--- src/rtl/usb_xt_pkg.sv ---
package usb_xt_pkg;

   typedef enum logic [1:0] {
      PID_DATA0 = 2'd0,
      PID_DATA1 = 2'd1,
      PID_DATA2 = 2'd2
   } data_pid_e;

   localparam logic [1:0] RA_OUT_CTRL = 2'd0;
   localparam logic [1:0] RA_OUT_SIZE = 2'd1;
   localparam logic [1:0] RA_IN_CTRL  = 2'd2;
   localparam logic [1:0] RA_IN_SIZE  = 2'd3;

endpackage

--- src/rtl/xt_out_ep.sv ---
module xt_out_ep #(
   parameter int BYTE_W = 7
) (
   input  logic              clk,
   input  logic              rst_n,
   input  logic              ctrl_wr,
   input  logic              ctrl_en,
   input  logic              size_wr,
   input  logic [BYTE_W-1:0] ld_bytes,
   input  logic              ld_pkt,
   input  logic [1:0]        ld_setup,
   input  logic              pkt_done,
   input  logic [BYTE_W-1:0] pkt_len,
   input  logic              setup_rcvd,
   output logic              en_o,
   output logic [BYTE_W-1:0] bytes_o,
   output logic              pkt_o,
   output logic [1:0]        setup_o,
   output logic              ovf_o,
   output logic              done_o
);

   logic            accept;
   logic            load;
   logic [BYTE_W:0] diff;

   assign accept = en_o & pkt_done;
   assign load   = size_wr & ~en_o;
   assign diff   = {1'b0, bytes_o} - {1'b0, pkt_len};

   always_ff @(posedge clk or negedge rst_n) begin
      if (!rst_n) begin
         en_o    <= 1'b0;
         bytes_o <= '0;
         pkt_o   <= 1'b0;
         setup_o <= 2'd0;
         ovf_o   <= 1'b0;
         done_o  <= 1'b0;
      end else begin
         done_o <= accept;
         if (accept)       en_o <= 1'b0;
         else if (ctrl_wr) en_o <= ctrl_en;

         if (load) begin
            bytes_o <= ld_bytes;
            pkt_o   <= ld_pkt;
         end else if (accept) begin
            bytes_o <= diff[BYTE_W] ? '0 : diff[BYTE_W-1:0];
            pkt_o   <= 1'b0;
         end

         if (load) begin
            setup_o <= ld_setup;
            ovf_o   <= 1'b0;
         end else if (setup_rcvd) begin
            if (setup_o == 2'd0) ovf_o   <= 1'b1;
            else                 setup_o <= setup_o - 2'd1;
         end
      end
   end

endmodule

--- src/rtl/xt_in_ep.sv ---
module xt_in_ep #(
   parameter int BYTE_W = 10,
   parameter int PKT_W  = 10
) (
   input  logic              clk,
   input  logic              rst_n,
   input  logic              ctrl_wr,
   input  logic              ctrl_en,
   input  logic              size_wr,
   input  logic [BYTE_W-1:0] ld_bytes,
   input  logic [PKT_W-1:0]  ld_pkts,
   input  logic [1:0]        ld_mc,
   input  logic              pkt_done,
   input  logic [BYTE_W-1:0] pkt_len,
   output logic              en_o,
   output logic [BYTE_W-1:0] bytes_o,
   output logic [PKT_W-1:0]  pkts_o,
   output logic [1:0]        mc_o,
   output logic              adv_o,
   output logic              done_o
);

   logic              load;
   logic              finish;
   logic [BYTE_W:0]   diff;
   logic [BYTE_W-1:0] bytes_nx;
   logic [PKT_W-1:0]  pkts_nx;

   assign adv_o    = en_o & pkt_done;
   assign load     = size_wr & ~en_o;
   assign diff     = {1'b0, bytes_o} - {1'b0, pkt_len};
   assign bytes_nx = diff[BYTE_W] ? '0 : diff[BYTE_W-1:0];
   assign pkts_nx  = (pkts_o == '0) ? '0 : pkts_o - 1'b1;
   assign finish   = (bytes_nx == '0) || (pkts_nx == '0);

   always_ff @(posedge clk or negedge rst_n) begin
      if (!rst_n) begin
         en_o    <= 1'b0;
         bytes_o <= '0;
         pkts_o  <= '0;
         mc_o    <= 2'd0;
         done_o  <= 1'b0;
      end else begin
         done_o <= adv_o & finish;
         if (adv_o && finish) en_o <= 1'b0;
         else if (ctrl_wr)    en_o <= ctrl_en;

         if (load) begin
            bytes_o <= ld_bytes;
            pkts_o  <= ld_pkts;
            mc_o    <= ld_mc;
         end else if (adv_o) begin
            bytes_o <= bytes_nx;
            pkts_o  <= pkts_nx;
         end
      end
   end

endmodule

--- src/rtl/xt_pid_seq.sv ---
module xt_pid_seq
   import usb_xt_pkg::*;
(
   input  logic      clk,
   input  logic      rst_n,
   input  logic      sof,
   input  logic      adv,
   input  logic [1:0] mc,
   output data_pid_e pid_o
);

   logic [1:0] idx;
   logic [1:0] mc_eff;

   assign mc_eff = (mc == 2'd0) ? 2'd1 : mc;

   always_ff @(posedge clk or negedge rst_n) begin
      if (!rst_n)                       idx <= 2'd0;
      else if (sof)                     idx <= 2'd0;
      else if (adv && idx != 2'd3)      idx <= idx + 2'd1;
   end

   always_comb begin
      if (idx >= mc_eff) pid_o = PID_DATA0;
      else               pid_o = data_pid_e'(mc_eff - 2'd1 - idx);
   end

endmodule

--- src/rtl/usb_ep_xfer_tracker.sv ---
module usb_ep_xfer_tracker
   import usb_xt_pkg::*;
#(
   parameter int DATA_W       = 32,
   parameter int ADDR_W       = 2,
   parameter int OUT_BYTE_W   = 7,
   parameter int IN_BYTE_W    = 10,
   parameter int IN_PKT_W     = 10,
   parameter bit PERIODIC_PID = 1'b1
) (
   input  logic                  clk,
   input  logic                  rst_n,
   input  logic                  reg_wr,
   input  logic [ADDR_W-1:0]     reg_addr,
   input  logic [DATA_W-1:0]     reg_wdata,
   output logic [DATA_W-1:0]     reg_rdata,
   input  logic                  out_pkt_done,
   input  logic [OUT_BYTE_W-1:0] out_pkt_len,
   input  logic                  setup_rcvd,
   input  logic                  in_pkt_done,
   input  logic [IN_BYTE_W-1:0]  in_pkt_len,
   input  logic                  sof,
   output logic                  out_xfer_done,
   output logic                  in_xfer_done,
   output logic                  setup_overflow,
   output logic [1:0]            in_data_pid
);

   localparam int OUT_PKT_BIT   = OUT_BYTE_W + 1;
   localparam int OUT_SETUP_LSB = OUT_BYTE_W + 2;
   localparam int IN_PKT_LSB    = IN_BYTE_W;
   localparam int IN_MC_LSB     = IN_BYTE_W + IN_PKT_W;

   if (ADDR_W < 2) begin : g_bad_addr
      $error("ADDR_W must cover four registers");
   end
   if (OUT_SETUP_LSB + 2 > DATA_W || IN_MC_LSB + 2 > DATA_W) begin : g_bad_fit
      $error("size fields do not fit DATA_W");
   end
   if (OUT_BYTE_W < 1 || IN_BYTE_W < 1 || IN_PKT_W < 1) begin : g_bad_w
      $error("counter widths must be positive");
   end

   logic                  out_ctrl_wr, out_size_wr, in_ctrl_wr, in_size_wr;
   logic                  out_en, out_pkt;
   logic [OUT_BYTE_W-1:0] out_bytes;
   logic [1:0]            out_setup;
   logic                  in_en, in_adv;
   logic [IN_BYTE_W-1:0]  in_bytes;
   logic [IN_PKT_W-1:0]   in_pkts;
   logic [1:0]            in_mc;

   assign out_ctrl_wr = reg_wr && (reg_addr == ADDR_W'(RA_OUT_CTRL));
   assign out_size_wr = reg_wr && (reg_addr == ADDR_W'(RA_OUT_SIZE));
   assign in_ctrl_wr  = reg_wr && (reg_addr == ADDR_W'(RA_IN_CTRL));
   assign in_size_wr  = reg_wr && (reg_addr == ADDR_W'(RA_IN_SIZE));

   xt_out_ep #(.BYTE_W(OUT_BYTE_W)) u_out (
      .clk        (clk),
      .rst_n      (rst_n),
      .ctrl_wr    (out_ctrl_wr),
      .ctrl_en    (reg_wdata[0]),
      .size_wr    (out_size_wr),
      .ld_bytes   (reg_wdata[OUT_BYTE_W-1:0]),
      .ld_pkt     (reg_wdata[OUT_PKT_BIT]),
      .ld_setup   (reg_wdata[OUT_SETUP_LSB +: 2]),
      .pkt_done   (out_pkt_done),
      .pkt_len    (out_pkt_len),
      .setup_rcvd (setup_rcvd),
      .en_o       (out_en),
      .bytes_o    (out_bytes),
      .pkt_o      (out_pkt),
      .setup_o    (out_setup),
      .ovf_o      (setup_overflow),
      .done_o     (out_xfer_done)
   );

   xt_in_ep #(.BYTE_W(IN_BYTE_W), .PKT_W(IN_PKT_W)) u_in (
      .clk      (clk),
      .rst_n    (rst_n),
      .ctrl_wr  (in_ctrl_wr),
      .ctrl_en  (reg_wdata[0]),
      .size_wr  (in_size_wr),
      .ld_bytes (reg_wdata[IN_BYTE_W-1:0]),
      .ld_pkts  (reg_wdata[IN_PKT_LSB +: IN_PKT_W]),
      .ld_mc    (reg_wdata[IN_MC_LSB +: 2]),
      .pkt_done (in_pkt_done),
      .pkt_len  (in_pkt_len),
      .en_o     (in_en),
      .bytes_o  (in_bytes),
      .pkts_o   (in_pkts),
      .mc_o     (in_mc),
      .adv_o    (in_adv),
      .done_o   (in_xfer_done)
   );

   if (PERIODIC_PID) begin : g_pid
      data_pid_e pid;
      xt_pid_seq u_pid (
         .clk   (clk),
         .rst_n (rst_n),
         .sof   (sof),
         .adv   (in_adv),
         .mc    (in_mc),
         .pid_o (pid)
      );
      assign in_data_pid = pid;
   end else begin : g_no_pid
      assign in_data_pid = PID_DATA0;
   end

   always_comb begin
      reg_rdata = '0;
      case (reg_addr[1:0])
         RA_OUT_CTRL: reg_rdata[0] = out_en;
         RA_OUT_SIZE: begin
            reg_rdata[OUT_BYTE_W-1:0]       = out_bytes;
            reg_rdata[OUT_PKT_BIT]          = out_pkt;
            reg_rdata[OUT_SETUP_LSB +: 2]   = out_setup;
         end
         RA_IN_CTRL:  reg_rdata[0] = in_en;
         default: begin
            reg_rdata[IN_BYTE_W-1:0]        = in_bytes;
            reg_rdata[IN_PKT_LSB +: IN_PKT_W] = in_pkts;
            reg_rdata[IN_MC_LSB +: 2]       = in_mc;
         end
      endcase
   end

endmodule

--- config.mk ---
export PLATFORM = sky130hd
export DESIGN_NAME = usb_ep_xfer_tracker
export DESIGN_NICKNAME = d
export VERILOG_FILES = /design/src/rtl/usb_xt_pkg.sv /design/src/rtl/xt_out_ep.sv /design/src/rtl/xt_in_ep.sv /design/src/rtl/xt_pid_seq.sv /design/src/rtl/usb_ep_xfer_tracker.sv
export SDC_FILE = /design/constraint.sdc
export NUM_CORES = 1
export LEC_CHECK = 0
export BUFFER_PORTS_ARGS = -buffer_cell sky130_fd_sc_hd__buf_2
export CAP_MARGIN = 20
export CORE_MARGIN = 2
export CORE_UTILIZATION = 48
export CTS_CLUSTER_DIAMETER = 60
export DETAILED_ROUTE_END_ITERATION = 8
export PLACE_DENSITY = 0.77
export REMOVE_ABC_BUFFERS = 1
export SYNTH_ARGS = -nofsm -noshare
export SYNTH_HDL_FRONTEND = slang
export SYNTH_SLANG_ARGS = --single-unit
--- constraint.sdc ---
create_clock -name clk -period 2.2 [get_ports clk]
set_input_delay 0.33 -clock clk [delete_from_list [all_inputs] [get_ports clk]]
set_output_delay 0.33 -clock clk [all_outputs]
set_load 0.1 [all_outputs]
==> results.toml, run 1 <==
[status]
status = "finished with violations"
violations = "setup timing"

[pwr]
pwr-share-clk_pct = 7.9
ir_drop_mv = 0.7279
power_mw = 6.330
power_frac_seq_pct = 21.1
switching_share_pct = 51.96
p_leak_nw = 2.236
p_int_mw = 3.041
power_density_nw_per_um2 = 1427
power_switching_mw = 3.289
p_comb_share_pct = 71.0

[floorplan]
rows = 30
chipWidth_um = 87.46
start_util_pct = 49.48
die_area_um2 = 7648
fp.dieH_um = 87.46
core_area_um2 = 6756
ios = 95

[critical_path]
r2r_end = "u_in.en_o$_DFFE_PN0P_"
reg2regPathDepth = 8
cp_data_required_time_ns = 2.39
path_class = "flip-flop to flip-flop"
rr_startpoint = "u_in.bytes_o[0]$_DFFE_PN0P_"
cp_data_arrival_time_ns = 2.58
start_kind = "flip-flop"
crit_path_start = "u_in.bytes_o[0]$_DFFE_PN0P_"
cp-end-kind = "flip-flop"
crit_fanout = 2
setup.reg_to_reg.worst_slack_ns = -0.19

[timing]
skew_ns = 0.006543
finalSetupViolations = 3
min_period_ns = 2.393
slew_violations = 0
rsz0062_at_grt = "true"
worst_slack_ns = -0.1931
slew_headroom_pct = 37.35
timing.setup.tns_ns = -0.3309
fin_crit_sh_pct = 108.8
hold_viol = 0
whs_ns = 0.1505
tightest_slew_ns = 0.9397
fmax_ghz = 0.4179

[clock_tree]
cts_tree = "yes"
cts_root_buffer = "clkbuf_8"
htree_levels = 2
cts_num_sinks = 39
clk_path_buf_depth = 2
cts_made_buffers = 5
postCtsHoldBufs = 0
clk-insertion-delay-late_ns = 0.30
path_clk_slew_ns = 0.09

[final_layout]
fillers = 573
fin_util_pct = 65.65
antennaDiodeCount = 0
instances_no_fill = 608
layout-drive-gt1-share_pct = 34.66
stdcell_area_um2 = 4436
fin_nets = 610
area.growth.synth_to_final_pct = 32.67

[logic_synthesis]
synth_area_per_cell_um2 = 8.174
synth_cells = 409
netlist_area_um2 = 3343
yosysMostFrequentCell = "dfrtp_1"
synth_top_area_cell = "dfrtp_1"
async_flop_share_pct = 100.0
ys_seq_area_share_pct = 29.19
synth_top_area_share_pct = 29.19
synth_edf_count = 0
yosysWarnings = 0
synth_flop_cell = "dfrtp_1"
yosys_register_bits = 39
ys_top_cells_by_area = "dfrtp_1 29%, ha_1 8.6%, nand2_1 4.0%, o21ai_0 4.0%, inv_1 3.9%"
synth_cell_types = 65
synth_common_cells = "39 x dfrtp_1, 36 x nand2_1, 35 x inv_1"

[placement]
dpl.hpwl_um = 7252
port_buffers = 74
globalplace.congestion = 0.8785
place_area_um2 = 4119
placedCellCount = 595
dp_slack_ns = -0.3958

[grt]
grt.total_usage_pct = 25.13
grt_pass1_vias = 3333
overflow = 0
grt_max_degree = 40
antenna_found_initial = 0
grt_pass1_wl_um = 15280

[route]
wire_per_inst_um = 16.12
dr_total_vias = 3542
via_per_inst = 5.826
drtAntennaViolNets = 0
first_iter_violations = 147
drt-total-wl_um = 9803
drt_pass1_iterations = 5
drc_errors = 0

[run]
drv_cap = 0

[hold_path]
worstHoldPathType = "input port to async pin"
==> flip-flops by register name, indices dropped and copies added, names as in the netlist <==
name / cells
u_out.bytes_o: 7
u_in.pkts_o: 10
u_out.done_o: 1
u_out.setup_o: 2
u_out.pkt_o: 1
u_in.en_o: 1
u_out.ovf_o: 1
u_out.en_o: 1
u_in.bytes_o: 10
u_in.mc_o: 2
g_pid.u_pid.idx: 2
u_in.done_o: 1
==> worst max-delay path: stages (launching register included) <==
cell and delay, ns:
dfrtp_1 0.35, inv_1 0.05, ha_2 0.17, fa_2 0.39
xor2_1 0.27, and3_1 0.21, o221ai_2 0.09, or4b_4 0.54
o211a_1 0.23
==> power by group through the flow <==
stage                     logic [mW]  registers, mW  clock network [mW]
final                           4.49           1.33               0.503
after global routing            4.82           1.37               0.536
after CTS                       4.09           1.32               0.511
after detailed placement        3.99           1.33                   0
after global placement          3.88           1.31                   0
after floorplan                 2.62           1.38                   0
==> worst max-delay path by stage <==
stage | endpoint | cells after the start
after floorplan | in_data_pid[0] | 3
after detailed placement | u_in.en_o$_DFFE_PN0P_ | 9
final | u_in.en_o$_DFFE_PN0P_ | 8
after global placement | u_in.en_o$_DFFE_PN0P_ | 9
after global routing | u_in.en_o$_DFFE_PN0P_ | 9
after CTS | u_in.en_o$_DFFE_PN0P_ | 9
==> what timing repair did <==
item                                    in CTS  in global routing
buffers inserted                             2                  3
resized for setup                            8                 42
endpoints found under the setup margin      13                 22
pin swaps                                    2                 11
==> layer usage <==
| layer | global-route usage, % | wire length [um] | vias up |
|---|---|---|---|
| met5 | 0 | 0 | - |
| met4 | 8.392 | 269 | 0 |
| met3 | 3.886 | 515 | 24 |
| met2 | 43.66 | 4882 | 135 |
| met1 | 31.69 | 4135 | 1697 |
| li1 | - | - | 1686 |
==> layout by cell type, fill, tap and decap left out, types with 12 or more instances in the layout <==
cell type and instances:
a21oi_1 18, and3_1 13, buf_2 70, buf_4 56, dfrtp_1 39, ha_1 20, inv_1 35, mux2i_1 12
nand2_1 35, nor2_1 32, nor2b_1 12, o21ai_0 17
==> area by class of cell <==
type | count | area, um2 | area share (%)
multi-input cells | 314 | 2291 | 51.65
flip-flops and latches | 39 | 975.9 | 22.00
repair buffers | 132 | 852.1 | 19.21
inverters | 35 | 131.4 | 2.962
well taps | 80 | 100.1 | 2.257
clock buffers | 6 | 72.57 | 1.636
clock inverters | 2 | 12.51 | 0.2821
==> logic make-up after synthesis <==
kind of cell	share of synthesized area, %
flops	29.19
xor+xnor	2.358
buf+inv	8.795
other cells	0.1122
simple gates	22.34
fa+ha+maj	9.806
mux	4.267
compound gates	23.13
(Power assumes the default switching activity.)
==> inputs of run 2 (changes only) <==
--- a/config.mk
+++ b/config.mk
@@ -13,6 +13,7 @@
 export DETAILED_ROUTE_END_ITERATION = 8
 export PLACE_DENSITY = 0.77
 export REMOVE_ABC_BUFFERS = 1
+export SKIP_LAST_GASP = 1
 export SYNTH_ARGS = -nofsm -noshare
 export SYNTH_HDL_FRONTEND = slang
 export SYNTH_SLANG_ARGS = --single-unit
==> run 2 against run 1 <==
  * The flow still finishes with violations (setup timing)
  * Utilization decreased by 0.055 points
  * Sequential power about the same
  * First-iteration DRC count rose by 2.7%
  * Clock power about the same
  * Largest cell class unchanged
  * Power fell by 0.11%
  * Critical path type unchanged
  * Maximum frequency grew 0.30%
  * Clock skew is 0.0020 ns higher
  * Worst hold slack better by 0.010 ns
  * Critical path depth unchanged
  * Global-route usage unchanged
  * Design area barely moved
  * Flip-flop and latch count unchanged
==> results.toml, run 2 (synthesized netlist as in run 1, its figures left out) <==
[status]
status = "finished with violations"
violations = "setup timing"

[timing]
skew_ns = 0.008517
fin_crit_sh_pct = 108.5
slew_headroom_pct = 37.93
fmax_ghz = 0.4191
min_period_ns = 2.386
rsz0062_at_grt = "true"
slew_violations = 0
tightest_slew_ns = 0.9311
finalSetupViolations = 2
whs_ns = 0.1606
hold_viol = 0
worst_slack_ns = -0.1859

[placement]
port_buffers = 74
dp_slack_ns = -0.3958
dpl.hpwl_um = 7252
placedCellCount = 595
globalplace.congestion = 0.8785
place_area_um2 = 4119

[critical_path]
cp_num_buf_inv = 1
path_depth = 8
cp_data_arrival_time_ns = 2.58
crit_family = "simple AND/OR/NAND/NOR gates"
crit_fanout = 2
start_kind = "flip-flop"
reg2regPathDepth = 8
cp_data_required_time_ns = 2.39
path_cells = "inv_1 > ha_2 > fa_2 > xor2_1 > and3_1 > o221ai_2 > or4b_4 > o211a_1"
cp-end-kind = "flip-flop"
path_class = "flip-flop to flip-flop"
slowest_delay_ns = 0.54
crit_slowest_cell = "or4b_4"

[final_layout]
fillers = 570
layout_common_cells = "70 x buf_2, 56 x buf_4, 39 x dfrtp_1"
antennaDiodeCount = 0
area.growth.synth_to_final_pct = 32.56
layout-drive-gt1-share_pct = 34.47
layout_commonest_cell = "buf_2"
stdcell_area_um2 = 4432
instances_no_fill = 608
fin_util_pct = 65.59
reg_top3 = "u_in.bytes_o: 10 flops, u_in.pkts_o: 10 flops, u_out.bytes_o: 7 flops"
fin_nets = 610

[clock_tree]
cts_num_sinks = 39
path_clk_slew_ns = 0.09
cts_made_buffers = 5
clk_path_buf_depth = 2
cts_tree = "yes"
htree_levels = 2
cts_root_buffer = "clkbuf_8"
clk-insertion-delay-late_ns = 0.30

[pwr]
p_leak_nw = 2.235
ir_drop_mv = 0.7402
power_density_nw_per_um2 = 1427

[route]
first_iter_violations = 151
dr_total_vias = 3514
drt-total-wl_um = 9791
topRoutingLayerUsed = "met4"
wl_met1_um = 4092
drt_pass1_iterations = 5
wire_per_inst_um = 16.10
wl_met3_um = 545
via_per_inst = 5.780
drtAntennaViolNets = 0
met2_length_um = 4906
drc_errors = 0

[floorplan]
rows = 30
ios = 95
core_area_um2 = 6756
fp.dieH_um = 87.46
chipWidth_um = 87.46
start_util_pct = 49.48
die_area_um2 = 7648

[grt]
antenna_found_initial = 0
grt.total_usage_pct = 25.13
grt_pass1_vias = 3333
grt_max_degree = 40
overflow = 0
grt_pass1_wl_um = 15280

[run]
drv_cap = 0

[hold_path]
worstHoldPathType = "input port to async pin"
[run 2: cell counts in the layout (fill, tap and decap cells not counted)]
No cell type changed its count.
[run 2: final timing paths]
| check | start | endpoint | slack [ns] |
|---|---|---|---|
| max in group asynchronous | rst_n | u_in.bytes_o[4]$_DFFE_PN0P_ | 1.44 |
| min reg2reg | u_in.mc_o[0]$_DFFE_PN0P_ | u_in.mc_o[0]$_DFFE_PN0P_ | 0.51 |
| min in group clk | sof | g_pid.u_pid.idx[1]$_DFFE_PN0P_ | 0.20 |
| max | u_in.bytes_o[0]$_DFFE_PN0P_ | u_in.en_o$_DFFE_PN0P_ | -0.19 |
| max reg2reg | u_in.bytes_o[0]$_DFFE_PN0P_ | u_in.en_o$_DFFE_PN0P_ | -0.19 |
| min | rst_n | u_in.pkts_o[7]$_DFFE_PN0P_ | 0.16 |
[run 2: timing repair]
| item | 4_1_cts | 5_1_grt |
|---|---|---|
| hold buffers | 0 | 0 |
| setup buffers | 2 | 3 |
| gates resized for setup | 8 | 41 |
| endpoints found under the setup margin | 13 | 22 |
| pin swaps | 2 | 11 |
[run 2: per-layer routing]
metal	up-vias	global-route usage, %
met3	20	3.886
met1	1665	31.69
met2	141	43.66
met4	0	8.392
met5	-	0
li1	1688	-
[run 2: power breakdown]
part	internal, mW	total (mW)	switching [mW]	leakage (nW)
clock	0.222	0.503	0.280	0.0412
combinational	1.80	4.49	2.69	1.70
sequential	1.01	1.33	0.317	0.491
total	3.04	6.32	3.28	2.23
[run 2: final cells by class]
| cell class | instances | area, um2 | share of cell area (%) |
|---|---|---|---|
| Sequential cell | 39 | 975.9 | 22.02 |
| Clock buffer | 6 | 72.57 | 1.637 |
| Multi-Input combinational cell | 314 | 2287 | 51.61 |
| Inverter | 35 | 131.4 | 2.964 |
| Tap cell | 80 | 100.1 | 2.259 |
| Clock inverter | 2 | 12.51 | 0.2823 |
| Timing Repair Buffer | 132 | 852.1 | 19.23 |
[run 2: worst register-to-register path: stages (launching register included)]
cell      delay (ns)
dfrtp_1         0.35
inv_1           0.05
ha_2            0.17
fa_2            0.38
xor2_1          0.27
and3_1          0.21
o221ai_2        0.09
or4b_4          0.54
o211a_1         0.23
[run 2: stage by stage]
stage | power, mW | TNS, ns
final | 6.323 | -0.3179
after global routing | 6.722 | -1.121
after CTS | 5.914 | -0.3199
after detailed placement | 5.321 | -2.188
after global placement | 5.184 | -1.032
after floorplan | 4.006 | -3.316
==> inputs of run 3 (changes only) <==
--- a/config.mk
+++ b/config.mk
@@ -11,8 +11,10 @@
 export CORE_UTILIZATION = 48
 export CTS_CLUSTER_DIAMETER = 60
 export DETAILED_ROUTE_END_ITERATION = 8
+export GPL_TIMING_DRIVEN = 0
 export PLACE_DENSITY = 0.77
 export REMOVE_ABC_BUFFERS = 1
+export SETUP_SLACK_MARGIN = 0.2
 export SKIP_LAST_GASP = 1
 export SYNTH_ARGS = -nofsm -noshare
 export SYNTH_HDL_FRONTEND = slang
==> run 3 against run 2 <==
  * Count of clock-buffer cells in the layout unchanged
  * The flow still finishes with violations (setup timing)
  * Via count decreased by 4.0%
  * Sequential power rose by 6%
  * Die area unchanged
==> results.toml, run 3 (synthesized netlist as in run 1, its figures left out) <==
[clock_tree]
cts_num_sinks = 39
clk-insertion-delay-late_ns = 0.30
cts_root_buffer = "clkbuf_8"
cts_tree = "yes"
htree_levels = 2
cts_made_buffers = 5
clk_path_buf_depth = 2
postCtsHoldBufs = 0
path_clk_slew_ns = 0.08

[route]
first_iter_violations = 151
drc_errors = 0
dr_total_vias = 3374
drt-total-wl_um = 9395
via_per_inst = 5.919
drt_pass1_iterations = 5
wire_per_inst_um = 16.48
drtAntennaViolNets = 0

[final_layout]
fillers = 596
reg_top3 = "u_in.bytes_o: 10 flops, u_in.pkts_o: 10 flops, u_out.bytes_o: 7 flops"
multiInputGateArea_um2 = 2440
area.growth.synth_to_final_pct = 28.22
antennaDiodeCount = 0
stdcell_area_um2 = 4287
regArea_um2 = 979.7
layout-drive-gt1-share_pct = 35.10
layout_commonest_cell = "buf_2"
fin_util_pct = 63.44
layout_common_cells = "71 x buf_2, 36 x dfrtp_1, 35 x nand2_1"
fin_nets = 572

[placement]
globalplace.congestion = 0.8662
port_buffers = 74
place_area_um2 = 3700
dpl.hpwl_um = 6317

[pwr]
p_leak_nw = 2.042
power_density_nw_per_um2 = 1407
switching_share_pct = 53.70
p_comb_share_pct = 68.3
p_int_mw = 2.793
power_frac_seq_pct = 23.4
power_switching_mw = 3.239
power_mw = 6.032
ir_drop_mv = 0.6889
pwr-share-clk_pct = 8.3

[status]
status = "finished with violations"
violations = "setup timing"

[timing]
skew_ns = 0.004382
whs_ns = 0.1583
slew_headroom_pct = 23.02
tightest_slew_ns = 1.138
worst_slack_ns = -0.2618
slew_violations = 0
rsz0062_at_grt = "true"
fmax_ghz = 0.4062
fin_crit_sh_pct = 111.9
finalSetupViolations = 4
hold_viol = 0
min_period_ns = 2.462

[grt]
grt_pass1_wl_um = 14380
grt_pass1_vias = 3075
met2_usage_pct = 41.94
grt_most_used_layer = "met2"
grt_max_degree = 40
overflow = 0
use_met3_pct = 3.128
grt.total_usage_pct = 23.59
met1_usage_pct = 30.47
antenna_found_initial = 0

[critical_path]
start_kind = "flip-flop"
cp_data_required_time_ns = 2.39
cp_common_cell = "o21a_1"
crit_family = "compound AO/OA/AOI/OAI gates"
slowest_delay_ns = 0.51
crit_fanout = 3
crit_slowest_cell = "or4b_4"
path_cells = "inv_1 > ha_2 > fa_2 > nor2b_2 > o21a_1 > o21a_1 > o221ai_2 > or4b_4 > o211a_1"
cp-end-kind = "flip-flop"
cp_data_arrival_time_ns = 2.65
cp_num_buf_inv = 1
path_class = "flip-flop to flip-flop"

[floorplan]
ios = 95
core_area_um2 = 6756
fp.dieH_um = 87.46
die_area_um2 = 7648
chipWidth_um = 87.46
start_util_pct = 49.48
rows = 30

[hold_path]
worstHoldPathType = "input port to async pin"

[run]
drv_cap = 0
-- run 3: metal layers --
metal	vias to the layer above	wire (um)	share of wire, %
met4	0	113	1.2
met1	1613	3926	42
li1	1612	-	-
met2	133	4753	51
met5	-	0	0
met3	16	601	6.4
-- run 3: timing repair --
item                       CTS  global route
gates resized for setup     43            44
pin swaps                   16            24
gates cloned                 0             1
setup buffers                9            10
setup endpoints to repair   29            27
-- run 3: power groups by stage --
stage | Sequential (mW) | Clock (mW) | Combinational [mW]
after floorplan | 1.38 | 0 | 2.62
after global placement | 1.35 | 0 | 3.25
after detailed placement | 1.37 | 0 | 3.31
after CTS | 1.37 | 0.508 | 3.66
after global routing | 1.46 | 0.535 | 4.45
final | 1.41 | 0.499 | 4.12
-- run 3: per-stage QoR --
stage                     setup TNS [ns]  worst slack [ns]  std cells
after floorplan                   -3.316            -1.115        388
after global placement            -15.70            -1.215        542
after detailed placement          -6.031           -0.4045        542
after CTS                        -0.3572           -0.2262        559
after global routing              -1.248           -0.3267        570
final                            -0.4810           -0.2618        570
-- run 3: final timing paths --
check,from,end,slack (ns),cells after the start
max in group asynchronous,rst_n,u_out.bytes_o[1]$_DFFE_PN0P_,1.41,1
setup / recovery,u_in.bytes_o[0]$_DFFE_PN0P_,u_in.en_o$_DFFE_PN0P_,-0.26,9
setup reg to reg,u_in.bytes_o[0]$_DFFE_PN0P_,u_in.en_o$_DFFE_PN0P_,-0.26,9
min in group clk,sof,g_pid.u_pid.idx[0]$_DFFE_PN0P_,0.21,2
hold reg to reg,u_out.ovf_o$_DFFE_PN0P_,u_out.ovf_o$_DFFE_PN0P_,0.50,2
hold / removal,rst_n,u_in.pkts_o[5]$_DFFE_PN0P_,0.16,1
-- run 3: worst register-to-register path, cell delays in order, from the launching register on --
cell	delay, ns
dfrtp_1	0.37
inv_1	0.05
ha_2	0.18
fa_2	0.36
nor2b_2	0.16
o21a_1	0.23
o21a_1	0.17
o221ai_2	0.10
or4b_4	0.51
o211a_1	0.22
-- run 3: final cells by class --
cell class                 instances  area share, %
multi-input combinational        315          56.92
timing repair buffer              93          12.84
clock buffer                       6          1.693
inverter                          35          3.065
sequential                        39          22.85
tap                               80          2.335
clock inverter                     2         0.2919
